$ cat src/rtl/sfr_pkg.sv
package sfr_pkg;
  // Active-high view of one port's strobes
  typedef struct packed {
    logic sel;   // chip enabled
    logic wr;    // write access
    logic oe;    // output enabled
    logic lb;    // lower byte lane
    logic ub;    // upper byte lane
  } sfr_ctl_t;

  localparam int unsigned SFR_IN_ADDR  = 0;
  localparam int unsigned SFR_DRV_ADDR = 1;
endpackage

$ cat src/rtl/sfr_in_sync.sv
module sfr_in_sync #(
  parameter int W      = 2,
  parameter int STAGES = 2
) (
  input  logic         clk,
  input  logic         rst_n,
  input  logic [W-1:0] async_in,
  output logic [W-1:0] sync_out
);
  logic [W-1:0] st [STAGES];

  always_ff @(posedge clk or negedge rst_n) begin
    if (!rst_n) st[0] <= '0;
    else        st[0] <= async_in;
  end

  for (genvar i = 1; i < STAGES; i++) begin : g_stage
    always_ff @(posedge clk or negedge rst_n) begin
      if (!rst_n) st[i] <= '0;
      else        st[i] <= st[i-1];
    end
  end

  assign sync_out = st[STAGES-1];


  sync_shift_chk: assert property (@(posedge clk) disable iff (!rst_n)
    sync_out == $past(st[STAGES-2]));
endmodule

$ cat src/rtl/sfr_drive_reg.sv
module sfr_drive_reg #(
  parameter int DRV_W = 5
) (
  input  logic             clk,
  input  logic             rst_n,
  input  logic             sfen_n,
  input  logic             l_wr,
  input  logic [DRV_W-1:0] l_data,
  input  logic             r_wr,
  input  logic [DRV_W-1:0] r_data,
  output logic [DRV_W-1:0] drv_q,
  output logic [DRV_W-1:0] drv_on
);
  always_ff @(posedge clk or negedge rst_n) begin
    if (!rst_n)    drv_q <= '0;
    else if (l_wr) drv_q <= l_data;
    else if (r_wr) drv_q <= r_data;
  end

  assign drv_on = sfen_n ? '0 : drv_q;


  left_wins_chk: assert property (@(posedge clk) disable iff (!rst_n)
    l_wr |=> drv_q == $past(l_data));

  right_load_chk: assert property (@(posedge clk) disable iff (!rst_n)
    (!l_wr && r_wr) |=> drv_q == $past(r_data));

  drv_hold_chk: assert property (@(posedge clk) disable iff (!rst_n)
    (!l_wr && !r_wr) |=> $stable(drv_q));

  drv_off_chk: assert property (@(posedge clk) disable iff (!rst_n)
    sfen_n |-> drv_on == '0);
endmodule

$ cat src/rtl/sfr_port_decode.sv
module sfr_port_decode
  import sfr_pkg::*;
#(
  parameter int AW    = 14,
  parameter int DW    = 16,
  parameter int IN_W  = 2,
  parameter int DRV_W = 5
) (
  input  logic             clk,
  input  logic             rst_n,
  input  sfr_ctl_t         ctl,
  input  logic [AW-1:0]    addr,
  input  logic             sfen_n,
  input  logic             sf_active,
  input  logic [IN_W-1:0]  in_val,
  input  logic [DRV_W-1:0] drv_val,
  output logic             mem_we,
  output logic             drv_wr,
  output logic             reg_sel,
  output logic [DW-1:0]    reg_rdata
);
  logic          sf_on, hit_in, hit_drv, rd_hit, rd_ok;
  logic [DW-1:0] rd_next;

  assign sf_on   = !sfen_n && sf_active && ctl.sel;
  assign hit_in  = sf_on && (addr == AW'(SFR_IN_ADDR));
  assign hit_drv = sf_on && (addr == AW'(SFR_DRV_ADDR));
  assign rd_hit  = (hit_in || hit_drv) && !ctl.wr;
  assign rd_ok   = rd_hit && ctl.lb && ctl.oe;

  assign mem_we  = ctl.sel && ctl.wr && (ctl.lb || ctl.ub) && !hit_in;
  assign drv_wr  = hit_drv && ctl.wr && ctl.lb;

  always_comb begin
    rd_next = '0;
    if (rd_ok) begin
      if (hit_in) rd_next[IN_W-1:0]  = in_val;
      else        rd_next[DRV_W-1:0] = drv_val;
    end
  end

  always_ff @(posedge clk or negedge rst_n) begin
    if (!rst_n) begin
      reg_sel   <= 1'b0;
      reg_rdata <= '0;
    end else begin
      reg_sel   <= rd_hit;
      reg_rdata <= rd_next;
    end
  end


  in_write_block_chk: assert property (@(posedge clk) disable iff (!rst_n)
    (!sfen_n && ctl.sel && ctl.wr && addr == AW'(SFR_IN_ADDR)) |-> !mem_we);

  drv_mirror_chk: assert property (@(posedge clk) disable iff (!rst_n)
    drv_wr |-> mem_we);

  idle_zero_chk: assert property (@(posedge clk) disable iff (!rst_n)
    !reg_sel |-> reg_rdata == '0);

  upper_zero_chk: assert property (@(posedge clk) disable iff (!rst_n)
    reg_rdata[DW-1:DRV_W] == '0);
endmodule

$ cat src/rtl/sfr_dual_port.sv
module sfr_dual_port
  import sfr_pkg::*;
#(
  parameter int AW     = 14,
  parameter int DW     = 16,
  parameter int IN_W   = 2,
  parameter int DRV_W  = 5,
  parameter int STAGES = 2
) (
  input  logic             clk,
  input  logic             rst_n,
  input  logic             sfen_n,
  input  logic [IN_W-1:0]  ext_in,
  input  logic             l_ce_n,
  input  logic             l_we_n,
  input  logic             l_oe_n,
  input  logic             l_lb_n,
  input  logic             l_ub_n,
  input  logic [AW-1:0]    l_addr,
  input  logic [DRV_W-1:0] l_wdata_lo,
  input  logic             r_ce_n,
  input  logic             r_we_n,
  input  logic             r_oe_n,
  input  logic             r_lb_n,
  input  logic             r_ub_n,
  input  logic [AW-1:0]    r_addr,
  input  logic [DRV_W-1:0] r_wdata_lo,
  output logic             l_mem_we,
  output logic             l_reg_sel,
  output logic [DW-1:0]    l_reg_rdata,
  output logic             r_mem_we,
  output logic             r_reg_sel,
  output logic [DW-1:0]    r_reg_rdata,
  output logic [DRV_W-1:0] drv_on
);
  localparam int NPORT = 2;

  sfr_ctl_t         ctl   [NPORT];
  logic [AW-1:0]    addr  [NPORT];
  logic             mwe   [NPORT];
  logic             dwr   [NPORT];
  logic             rsel  [NPORT];
  logic [DW-1:0]    rdat  [NPORT];
  logic [IN_W-1:0]  in_sync;
  logic [DRV_W-1:0] drv_q;
  logic             sf_active;

  assign ctl[0]  = '{sel: !l_ce_n, wr: !l_we_n, oe: !l_oe_n, lb: !l_lb_n, ub: !l_ub_n};
  assign ctl[1]  = '{sel: !r_ce_n, wr: !r_we_n, oe: !r_oe_n, lb: !r_lb_n, ub: !r_ub_n};
  assign addr[0] = l_addr;
  assign addr[1] = r_addr;
  assign sf_active = !l_ce_n || !r_ce_n;

  sfr_in_sync #(.W(IN_W), .STAGES(STAGES)) u_sync (
    .clk(clk), .rst_n(rst_n), .async_in(ext_in), .sync_out(in_sync));

  for (genvar p = 0; p < NPORT; p++) begin : g_port
    sfr_port_decode #(.AW(AW), .DW(DW), .IN_W(IN_W), .DRV_W(DRV_W)) u_dec (
      .clk(clk), .rst_n(rst_n), .ctl(ctl[p]), .addr(addr[p]),
      .sfen_n(sfen_n), .sf_active(sf_active), .in_val(in_sync),
      .drv_val(drv_q), .mem_we(mwe[p]), .drv_wr(dwr[p]),
      .reg_sel(rsel[p]), .reg_rdata(rdat[p]));
  end

  sfr_drive_reg #(.DRV_W(DRV_W)) u_drv (
    .clk(clk), .rst_n(rst_n), .sfen_n(sfen_n),
    .l_wr(dwr[0]), .l_data(l_wdata_lo),
    .r_wr(dwr[1]), .r_data(r_wdata_lo),
    .drv_q(drv_q), .drv_on(drv_on));

  assign l_mem_we    = mwe[0];
  assign r_mem_we    = mwe[1];
  assign l_reg_sel   = rsel[0];
  assign r_reg_sel   = rsel[1];
  assign l_reg_rdata = rdat[0];
  assign r_reg_rdata = rdat[1];


  no_reg_when_off_chk: assert property (@(posedge clk) disable iff (!rst_n)
    (sfen_n && !l_ce_n && l_we_n) |=> !l_reg_sel);
endmodule

$ cat config.mk
export PLATFORM = sky130hd
export DESIGN_NAME = sfr_dual_port
export DESIGN_NICKNAME = d
export VERILOG_FILES = /design/src/rtl/sfr_pkg.sv /design/src/rtl/sfr_in_sync.sv /design/src/rtl/sfr_drive_reg.sv /design/src/rtl/sfr_port_decode.sv /design/src/rtl/sfr_dual_port.sv
export SDC_FILE = /design/constraint.sdc
export NUM_CORES = 1
export LEC_CHECK = 0
export ABC_AREA = 1
export BUFFER_PORTS_ARGS = -buffer_cell sky130_fd_sc_hd__clkbuf_2
export CAP_MARGIN = 10
export CORE_MARGIN = 4
export CORE_UTILIZATION = 44
export DETAILED_ROUTE_END_ITERATION = 8
export GPL_TIMING_DRIVEN = 0
export PLACE_DENSITY = 0.93
export SLEW_MARGIN = 20
export SYNTH_ARGS = -nofsm -noshare
export SYNTH_HDL_FRONTEND = slang
export SYNTH_SLANG_ARGS = --single-unit
$ cat constraint.sdc
create_clock -name clk -period 3.1 [get_ports clk]
set_clock_uncertainty 0.15 [all_clocks]
set_input_delay 0.62 -clock clk [delete_from_list [all_inputs] [get_ports clk]]
set_output_delay 0.62 -clock clk [all_outputs]
set_load 0.01 [all_outputs]
# Word level (Yosys, flattened, before mapping)
# Cells that the tools add are included.
# word_totals
reg_bits,21
output_inout_bits,41
wordCells,62
# classes
eq_ne,2
mux,9
reduce_logical,44
# ops
operator,n
equality test 14 x 1 -> 1 bit (second input constant),2
logical NOT 14 bit,2
2-to-1 mux 5 bit,5
logical AND 1 bit,23
logical NOT 1 bit,13
2-to-1 mux 3 bit,2
logical OR 1 bit,5
2-to-1 mux 2 bit,2
nonzero test 2 bit,1

# Longest topological paths before layout
# Gate-level depths: netlist of the first run.
# depth
depth_word,10
mapped_depth,9
mapped_depth_nobuf,9

# By module
# From an unflattened synthesis of the first run, not the netlist that was laid out.
# hier_totals
hier_cells,182
area_unflattened_um2,1440.1
# by_module_without_submodules
module,instances,cells_each,area_per_inst_um2,seq_area_each_um2
sfr_port_decode,2,64,511.7,150.1
sfr_drive_reg,1,37,260.2,125.1
sfr_in_sync,1,6,115.1,100.1
sfr_dual_port,1,11,41.3,0.0

# Worst setup path before layout of the first run
# OpenSTA, ideal clock, no wires.
# synth_timing
kind,input-to-output
startpoint,input r_addr[13]
endpoint,output r_mem_we
arrival_ns,1.459
setup_slack_ns,0.871
cell_stages,6
n_path_buf,0
path_cell_list,or2_2 nor2_1 and2_1 nand2_1 nand4_1 inv_1
# synth_via
elab_chain_cells,4
# synth_lines
item,line,source
"start, declared",sfr_dual_port.sv:26,"input logic [AW-1:0] r_addr,"
logical NOT 14 bit,sfr_port_decode.sv:26,assign hit_in = sf_on && (addr == AW'(SFR_IN_ADDR));
logical AND 1 bit,sfr_port_decode.sv:26,
logical NOT 1 bit,sfr_port_decode.sv:31,assign mem_we = ctl.sel && ctl.wr && (ctl.lb || ctl.ub) && !hit_in;
logical AND 1 bit,sfr_port_decode.sv:31,
"end, declared",sfr_dual_port.sv:31,"output logic r_mem_we,"
# No other way between the ends.

# Worst setup path after layout of the first run
# Ends and elaborated chain as after synthesis.

==> metrics.md, run 1 <==
| Metric | Value |
|---|---|
| Internal | 0.3777 mW |
| Synth Warn # | 0 |
| VDD IR-drop max | around 160 µV |
| Slew Limit Fails | 0 |
| CP startpoint kind | input pin |
| Unrepaired setup endpoints after global routing | false |
| Min-delay worst type | in -> async |
| Synth Cell Area | about 0.0013 mm² |
| Fraction of layout cells with a size suffix above 1 | 0.4226 |
| RR Startpoint | u_sync.sync_out[0] |
| CP Class | in -> out |
| Antenna Violating Nets Remaining | 0 |
| Static leakage | around 1.2 nW |
| Register area | 525.5 µm² |
| Synth Register Bits | 21 |
| Num CTS Buffers | 3 |
| Via/cell ratio | 4.267 |
| # fillers | between 200 and 300 |
| Post-CTS Setup Inserts | 0 |
| Register-to-register setup slack | around 2.2 ns |
| Total Routing Usage GR | 0.1547 |
| Worst reg2reg path depth | 4 |
| Iteration-0 DRC Markers | 25 |
| Dpl cell area | about 0.0018 mm² |
| Number of synthesized flops with an enable pin | 0 |
| Final Instance Area | roughly 0.0018 mm² |
| Clock share of power | 0.244 |
| Post-DP HPWL | approximately 2600 µm |
| WL per Instance | around 9.7 µm |
| Grt ovf | 0 |
| Cell area power density | ~280 mW/mm² |
| Final worst-path cycle share | 0.8153 |
| Initial DRT Pass Iterations | 4 |
| WP data required | between 2 and 2.5 ns |
| First-pass GRT wire length | just under 5000 µm |
| Max-capacitance violation count | 0 |
| Count leader, synth | nand2_1 |
| Layout area overhead | 38.28% |
| Final #Nets | about 320 |
| Cells after Synth | approximately 170 |
| Footprint of the multi-input gates | 624.3 µm² |
| Core ar. | 0.002805 mm² |
| Status | finished clean |
| Largest area contributor in the synthesized netlist | dfrtp_1 |
| Die area | 0.003908 mm² |
| Worst Setup End Kind | primary output |
| Finished Layout Cells | 296 |
| CTS tree | yes |
| Root Buffer | clkbuf_4 |
| Capturing point of the worst reg2reg path | g_port[0].u_dec.reg_rdata[0] |
| Inst Count DP | ~290 |
| Highest Clock Rate | 395.7 MHz |
| CP arrival | about 1.8 ns |
| Sw frac | 0.2519 |
| Worst-path clk slew | between 0.1 and 0.15 ns |
| List of most frequent post-synthesis cells | 35 x nand2_1, 33 x nor2_1, 22 x buf_4 |
| Largest net degree at the start of global routing | 22 |
| Final setup vio count | 0 |
| Antenna violations before repair | 0 |
| Part of the power in combinational logic | 0.206 |
| Die Y-Extent | between 60 and 70 µm |
| Post-CTS Hold Buffers | 0 |
| I/O Pins | 94 |
| DR vias | roughly 1300 |
| Detailed-route DRC error count | 0 |
| Vias in the first global route | between 1000 and 1500 |
| Initial Utilization | 0.4661 |
| Routed wire length | approximately 2900 µm |
| Row count | 19 |
| Placer Congestion | 0.8770 |
| CTS max path bufs | 2 |
| Sw Pwr | approximately 0.13 mW |
| Clock Latency Late Sink | 0.30 ns |
| Netlist cell types | 23 |
| Ant diodes | 0 |
| CTS Sinks | 21 |
| Part of the Yosys area used for sequential elements | 0.4019 |
| Area contributors post-synth | dfrtp_1 40%, buf_4 13%, nand2_1 10% |
| Number of buffers added on ports | between 70 and 80 |
| Setup_tns | 0 ns |
| Count of final hold-check violations | 0 |
| Crit-path max FO | 6 |
| Resize count post-CTS | 0 |
| Avg Synthesized Cell Area | 7.737 µm² |
| CTS H-tree depth | 1 |
| Sequential power share | 0.550 |
| Die W | roughly 63 µm |
| Post-route minimum period | about 2.5 ns |
| Ys flop type | dfrtp_1 |
| Yosys top cell area share | 0.4019 |
| Async S/R FF share, synth | 1.000 |
| Min Hold Slack | 0.1006 ns |
[cells in the final DEF (no fill, tap or decap), drive strengths merged]
| cell type | n |
|---|---|
| buf | 22 |
| and2 | 1 |
| clkinv | 1 |
| nand2 | 38 |
| dfrtp | 21 |
| a21oi | 2 |
| and3 | 1 |
| nor2 | 38 |
| clkbuf | 74 |
| conb | 22 |
| nand3b | 1 |
| inv | 19 |
| nand4 | 7 |
| or2 | 4 |
| nand3 | 14 |
[power groups by stage]
stage	registers (mW)	clock network [mW]	logic [mW]
floorplan	0.283	0	0.0570
global placement	0.283	0	0.101
detailed placement	0.283	0	0.104
CTS	0.278	0.129	0.104
global route	0.278	0.136	0.118
finish	0.278	0.123	0.104
[stage by stage]
| stage | power (mW) | setup slack [ns] | utilization |
|---|---|---|---|
| 2_1_floorplan | 0.3396 | 0.8707 | - |
| 3_3_place_gp | 0.3843 | 0.6279 | 0.6347 |
| 3_5_place_dp | 0.3867 | 0.5918 | 0.6347 |
| 4_1_cts | 0.5111 | 0.5863 | 0.6445 |
| 5_1_grt | 0.5323 | 0.4990 | 0.6445 |
| 6_report | 0.5049 | 0.5726 | 0.6445 |
[routing by layer]
layer,track usage,part of all wire,vias up
li1,-,-,670
met1,0.1825,0.38,521
met2,0.2650,0.50,66
met3,0.03417,0.10,6
met4,0.07438,0.019,0
met5,0,0,-
[layout make-up]
cell class | count | area share
Inverter | 19 | 0.03945
Multi-Input combinational cell | 128 | 0.3453
Buffer | 22 | 0.09135
Sequential cell | 21 | 0.2907
Tap cell | 31 | 0.02145
Clock inverter | 1 | 0.002768
Clock buffer | 3 | 0.01246
Timing Repair Buffer | 71 | 0.1965
[how the worst max path moves through the flow]
| stage | endpoint | startpoint | cells after the start |
|---|---|---|---|
| after floorplan | r_mem_we | r_addr[13] | 6 |
| after global placement | r_mem_we | r_addr[13] | 8 |
| after detailed placement | r_mem_we | r_addr[13] | 8 |
| after CTS | r_mem_we | r_addr[13] | 8 |
| after global routing | r_mem_we | r_addr[13] | 8 |
| final | r_mem_we | r_addr[13] | 8 |
[logic make-up (layout without fill, tap and decap cells)]
group | count (synthesis) | in the layout | synth area share
compound gates | 2 | 2 | 0.007656
flops | 21 | 21 | 0.4019
simple gates | 104 | 104 | 0.4067
other cells | 1 | 22 | 0.002868
buf+inv | 41 | 116 | 0.1809
[flip-flops by register name, indices dropped and copies added (netlist names)]
name / count
g_port.u_dec.reg_rdata: 10
u_sync.sync_out: 2
g_port.u_dec.reg_sel: 2
u_sync.st: 2
u_drv.drv_q: 5
[worst max-delay path, cell delays in order]
cell and delay [ns]:
clkbuf_2 0.07, or2_2 0.28, nor2_1 0.17, and2_1 0.19
nand2_1 0.15, nand4_1 0.11, inv_1 0.04, clkbuf_2 0.11
Power figures use the tool's default switching activity.
==> run 2: changes to the inputs <==
Settings changed: CORE_UTILIZATION 44 to 37, PLACE_DENSITY 0.93 to 0.84.
Clock period 3.1 ns to 2.22 ns, I/O delays scaled along.
==> metrics.md, run 2 (same netlist as run 1, synthesis figures left out) <==
| Metric | Value |
|---|---|
| CTS H-tree depth | 1 |
| Min-delay worst type | in -> reg |
| Pwr Total | about 0.7 mW |
| Max-capacitance violation count | 0 |
| Max incr delay on CP | between 0.2 and 0.3 ns |
| Crit-path max FO | 6 |
| Top flop regs | g_port.u_dec.reg_rdata x10, u_drv.drv_q x5 |
| CTS tree | yes |
| Worst Setup End Kind | primary output |
| Most common cell after layout, fill and taps aside | clkbuf_2 |
| CP startpoint kind | input pin |
| Die W | slightly below 70 µm |
| Die area | between 0.004 and 0.005 mm² |
| CTS Sinks | 21 |
| Sw Pwr | 0.1779 mW |
| Worst-path clk slew | approximately 0.11 ns |
| Final worst-path cycle share | 0.9429 |
| Initial Utilization | 0.3888 |
| CTS max path bufs | 2 |
| CP Class | in -> out |
| Fraction of layout cells with a size suffix above 1 | 0.4248 |
| M2 GR Usage | 0.2589 |
| # fillers | roughly 350 |
| Vias in the first global route | ~1200 |
| Slew Limit Fails | 0 |
| Final setup vio count | 0 |
| Row count | 21 |
| Num CTS Buffers | 3 |
| Layout area overhead | 40.77% |
| WP data required | 1.63 ns |
| Footprint of the multi-input gates | approximately 630 µm² |
| Static leakage | ~1.2 nW |
| Max FFs per register | 10 |
| Final #Nets | 320 |
| Post-DP HPWL | roughly 2700 µm |
| Via/cell ratio | ~4.1 |
| Placer Congestion | about 0.80 |
| Internal | around 0.53 mW |
| VDD IR-drop max | between 100 and 150 µV |
| Count of final hold-check violations | 0 |
| Commonest non-fill, non-tap cells in the layout | 71 x clkbuf_2, 34 x nand2_1, 32 x nor2_1 |
| Number of buffers added on ports | between 70 and 80 |
| Status | finished clean |
| Part of the power in combinational logic | 0.208 |
| Sw frac | 0.2508 |
| Biggest register | g_port.u_dec.reg_rdata |
| Clock share of power | 0.245 |
| Register area | ~530 µm² |
| Core ar. | about 0.0034 mm² |
| Die Y-Extent | 67.45 µm |
| Setup_tns | 0 ns |
| Most frequent CP cell | clkbuf_2 |
| First-pass GRT wire length | 4974 µm |
| DR vias | around 1300 |
| Largest net degree at the start of global routing | 22 |
| Highest Clock Rate | between 400 and 500 MHz |
| Root Buffer | clkbuf_4 |
| WL per Instance | 9.942 µm |
| Initial DRT Pass Iterations | 4 |
| Clock Latency Late Sink | between 0.2 and 0.3 ns |
| GR met1 Demand/Resource | 0.1608 |
| Grt ovf | 0 |
| I/O Pins | 94 |
| Routed wire length | between 3000 and 4000 µm |
| Antenna Violating Nets Remaining | 0 |
| GR Util met3 | 0.03161 |
| Sequential power share | 0.547 |
| Cell area power density | roughly 390 mW/mm² |
| Most Crowded Layer GR | met2 |
| Slowest CP cell | or2_2 |
| CP arrival | 1.50 ns |
| Unrepaired setup endpoints after global routing | false |
| Critical-path cell list | clkbuf_2 > or2_2 > nor2_2 > and2_1 > nand2_2 > nand4_1 > inv_1 > clkbuf_2 |
| Post-route minimum period | between 2 and 2.5 ns |
| Iteration-0 DRC Markers | 21 |
| Detailed-route DRC error count | 0 |
| Ant diodes | 0 |
| Total Routing Usage GR | 0.1423 |
| Antenna violations before repair | 0 |
run 2: changes by cell type in the layout (fill, tap and decap cells not counted), sizes merged:
cell         before  now
clkbuf           74   75
clkinv            1    0
dlygate4sd3       0    1
run 2: worst paths after layout:
kind	startpoint	endpoint	slack, ns	cells after the start
max	r_addr[13]	r_mem_we	0.13	8
min	ext_in[0]	u_sync.st[2]	0.1	1
max reg2reg	u_sync.sync_out[0]	g_port[0].u_dec.reg_rdata[0]	1.29	4
min reg2reg	u_sync.st[3]	u_sync.sync_out[1]	0.21	0
max in group asynchronous	rst_n	u_drv.drv_q[0]	1.10	2
min in group asynchronous	rst_n	g_port[0].u_dec.reg_rdata[2]	0.49	2
run 2: repair_timing:
item                                    4_1_cts  5_1_grt
endpoints found under the setup margin        0        1
hold buffers                                  1        0
gates resized for setup                       0        2
hold endpoints to repair                     21        0
setup buffers                                 0        0
run 2: area by class of cell:
cell class              instances  share of cell area
plain buffers                  22             0.08973
multi-input cells             128              0.3419
inverters                      19             0.03875
well taps                      46             0.03127
repair buffers                 72              0.1985
clock buffers                   4             0.01428
flip-flops and latches         21              0.2855
run 2: layer usage:
layer  share of wire  vias up
li1                -      672
met1            0.40      536
met2            0.49       57
met3           0.090        8
met4           0.024        0
met5               0        -
run 2: critical path: cells and delay by family:
family,cells,cell delay (ns)
buf+inv,3,0.23
simple gates,5,0.82
run 2: metrics by stage:
| stage | hold WS [ns] | util | instances | cell area (µm²) | worst slack [ns] |
|---|---|---|---|---|---|
| 2_1_floorplan | -0.001591 | - | 190 | 1386 | 0.3427 |
| 3_3_place_gp | 0.1833 | 0.5350 | 307 | 1799 | 0.08517 |
| 3_5_place_dp | 0.1864 | 0.5350 | 307 | 1799 | 0.06092 |
| 4_1_cts | 0.08606 | 0.5458 | 312 | 1836 | 0.05526 |
| 5_1_grt | 0.06847 | 0.5472 | 312 | 1841 | 0.01380 |
| 6_report | 0.09719 | 0.5472 | 312 | 1841 | 0.1268 |
run 2: power groups by stage:
stage	Sequential [mW]	Combinational (mW)	Clock [mW]
finish	0.388	0.148	0.174
global route	0.388	0.165	0.203
CTS	0.388	0.147	0.180
detailed placement	0.395	0.145	0
global placement	0.395	0.143	0
floorplan	0.395	0.0797	0
==> run 3: changes to the inputs <==
Settings changed: BUFFER_PORTS_ARGS -buffer_cell sky130_fd_sc_hd__clkbuf_2 to -buffer_cell sky130_fd_sc_hd__buf_2.
==> metrics.md, run 3 (same netlist as run 1, synthesis figures left out) <==
| Metric | Value |
|---|---|
| Status | finished clean |
| CP arrival | 1.51 ns |
| Cell area power density | around 380 mW/mm² |
| CTS H-tree depth | 1 |
| CP Class | in -> out |
| Worst Setup End Kind | primary output |
| Grt ovf | 0 |
| Largest net degree at the start of global routing | 22 |
| Max FFs per register | 10 |
| Ant diodes | 0 |
| Crit path buf inv count | 3 |
| Unrepaired setup endpoints after global routing | false |
| Worst-path clk slew | 0.10 ns |
| Detailed-route DRC error count | 0 |
| Max-capacitance violation count | 0 |
| Via/cell ratio | ~4 |
| Total Routing Usage GR | 0.1386 |
| Highest Clock Rate | between 400 and 500 MHz |
| Footprint of the multi-input gates | roughly 630 µm² |
| Initial Utilization | 0.3888 |
| Slowest CP cell | or2_2 |
| Critical-path cell list | buf_2 > or2_2 > nor2_2 > and2_1 > nand2_2 > nand4_1 > inv_1 > buf_2 |
| Layout area overhead | 40.77% |
| Register area | approximately 530 µm² |
| Fraction of layout cells with a size suffix above 1 | 0.4248 |
| Antenna violations before repair | 0 |
| Final setup vio count | 0 |
| Placer Congestion | ~0.8 |
| Max incr delay on CP | just under 0.3 ns |
| Final worst-path cycle share | 0.9480 |
| Most common cell after layout, fill and taps aside | buf_2 |
| Crit-path max FO | 6 |
| I/O Pins | 94 |
| Top flop regs | g_port.u_dec.reg_rdata x10, u_drv.drv_q x5 |
| Biggest register | g_port.u_dec.reg_rdata |
| Iteration-0 DRC Markers | between 60 and 70 |
| Number of buffers added on ports | 71 |
| WP data required | approximately 1.6 ns |
| DR vias | between 1000 and 1500 |
| Static leakage | around 1.2 nW |
| Post-route minimum period | 2.104 ns |
| Post-CTS Setup Inserts | 0 |
| Clock Latency Late Sink | 0.29 ns |
| Antenna Violating Nets Remaining | 0 |
| Core ar. | roughly 0.0034 mm² |
| # fillers | 345 |
| Commonest non-fill, non-tap cells in the layout | 71 x buf_2, 34 x nand2_1, 32 x nor2_1 |
| WL per Instance | just under 10 µm |
| Post-DP HPWL | ~2600 µm |
| Die Y-Extent | around 67 µm |
| CP startpoint kind | input pin |
| Setup_tns | 0 ns |
| Final #Nets | between 300 and 400 |
| Most frequent CP cell | buf_2 |
| First-pass GRT wire length | about 4900 µm |
| Pre-CTS WS | between 0.05 and 0.06 ns |
| Top Family by Delay on Critical Path | simple AND/OR/NAND/NOR gates |
| Slew Limit Fails | 0 |
| Die W | 67.45 µm |
| Final WS setup | 0.1155 ns |
| Vias in the first global route | 1211 |
| Root Buffer | clkbuf_4 |
| VDD IR-drop max | between 150 and 200 µV |
| Routed wire length | between 3000 and 4000 µm |
| CTS max path bufs | 2 |
| Count of final hold-check violations | 0 |
| Die area | 0.004549 mm² |
| Min-delay worst type | in -> reg |
| Row count | 21 |
| Num CTS Buffers | 3 |
| CTS Sinks | 21 |
| Initial DRT Pass Iterations | 4 |
| CTS tree | yes |
==> run 3: worst paths after layout <==
kind / end / cells past startpoint / from / slack [ns]
worst max-delay path: r_mem_we / 8 / r_addr[13] / 0.12
worst min-delay path: u_sync.st[2] / 1 / ext_in[0] / 0.10
worst max register to register: g_port[0].u_dec.reg_rdata[1] / 4 / u_drv.drv_q[1] / 1.27
worst min register to register: u_sync.sync_out[1] / 0 / u_sync.st[3] / 0.21
max in group asynchronous: g_port[0].u_dec.reg_rdata[1] / 2 / rst_n / 1.15
min in group asynchronous: g_port[1].u_dec.reg_sel / 2 / rst_n / 0.47
==> run 3: what timing repair did <==
item | 4_1_cts | 5_1_grt
hold buffers | 1 | 0
resized for setup | 0 | 2
hold endpoints to repair | 21 | 0
setup endpoints to repair | 0 | 1
==> run 3: layer usage <==
layer,share of wire,vias up,global-route usage
li1,-,672,-
met1,0.38,527,0.1593
met2,0.50,59,0.2515
met3,0.11,2,0.03161
met4,0.0082,0,0.04557
met5,0,-,0
==> run 3: worst reg2reg max path: cells and delay by family (launching register included) <==
kind          cells  cell delay (ns)
simple gates      3             0.20
flops             1             0.39
buf+inv           1             0.11
==> run 3: through the flow <==
step	area [µm²]	hold WS, ns	utilization	power [mW]	std cells
global route	1841	0.08032	0.5472	0.7525	312
finish	1841	0.1011	0.5472	0.7078	312
floorplan	1386	-0.001591	-	0.4743	190
CTS	1836	0.09139	0.5458	0.7130	312
global placement	1799	0.1831	0.5350	0.5374	307
detailed placement	1799	0.1847	0.5350	0.5402	307
==> run 3: where the power goes <==
part           total [mW]  switching [mW]  leakage, nW  internal [mW]
Combinational       0.147          0.0720        0.918         0.0754
Clock               0.173           0.103       0.0150         0.0698
Sequential          0.388         0.00169        0.258          0.386
==> run 3: layout make-up <==
| class | instances | area share |
|---|---|---|
| buffer | 22 | 0.08973 |
| clock buffer | 4 | 0.01428 |
| inverter | 19 | 0.03875 |
| multi-input combinational | 128 | 0.3419 |
| sequential | 21 | 0.2855 |
| tap | 46 | 0.03127 |
| timing repair buffer | 72 | 0.1985 |
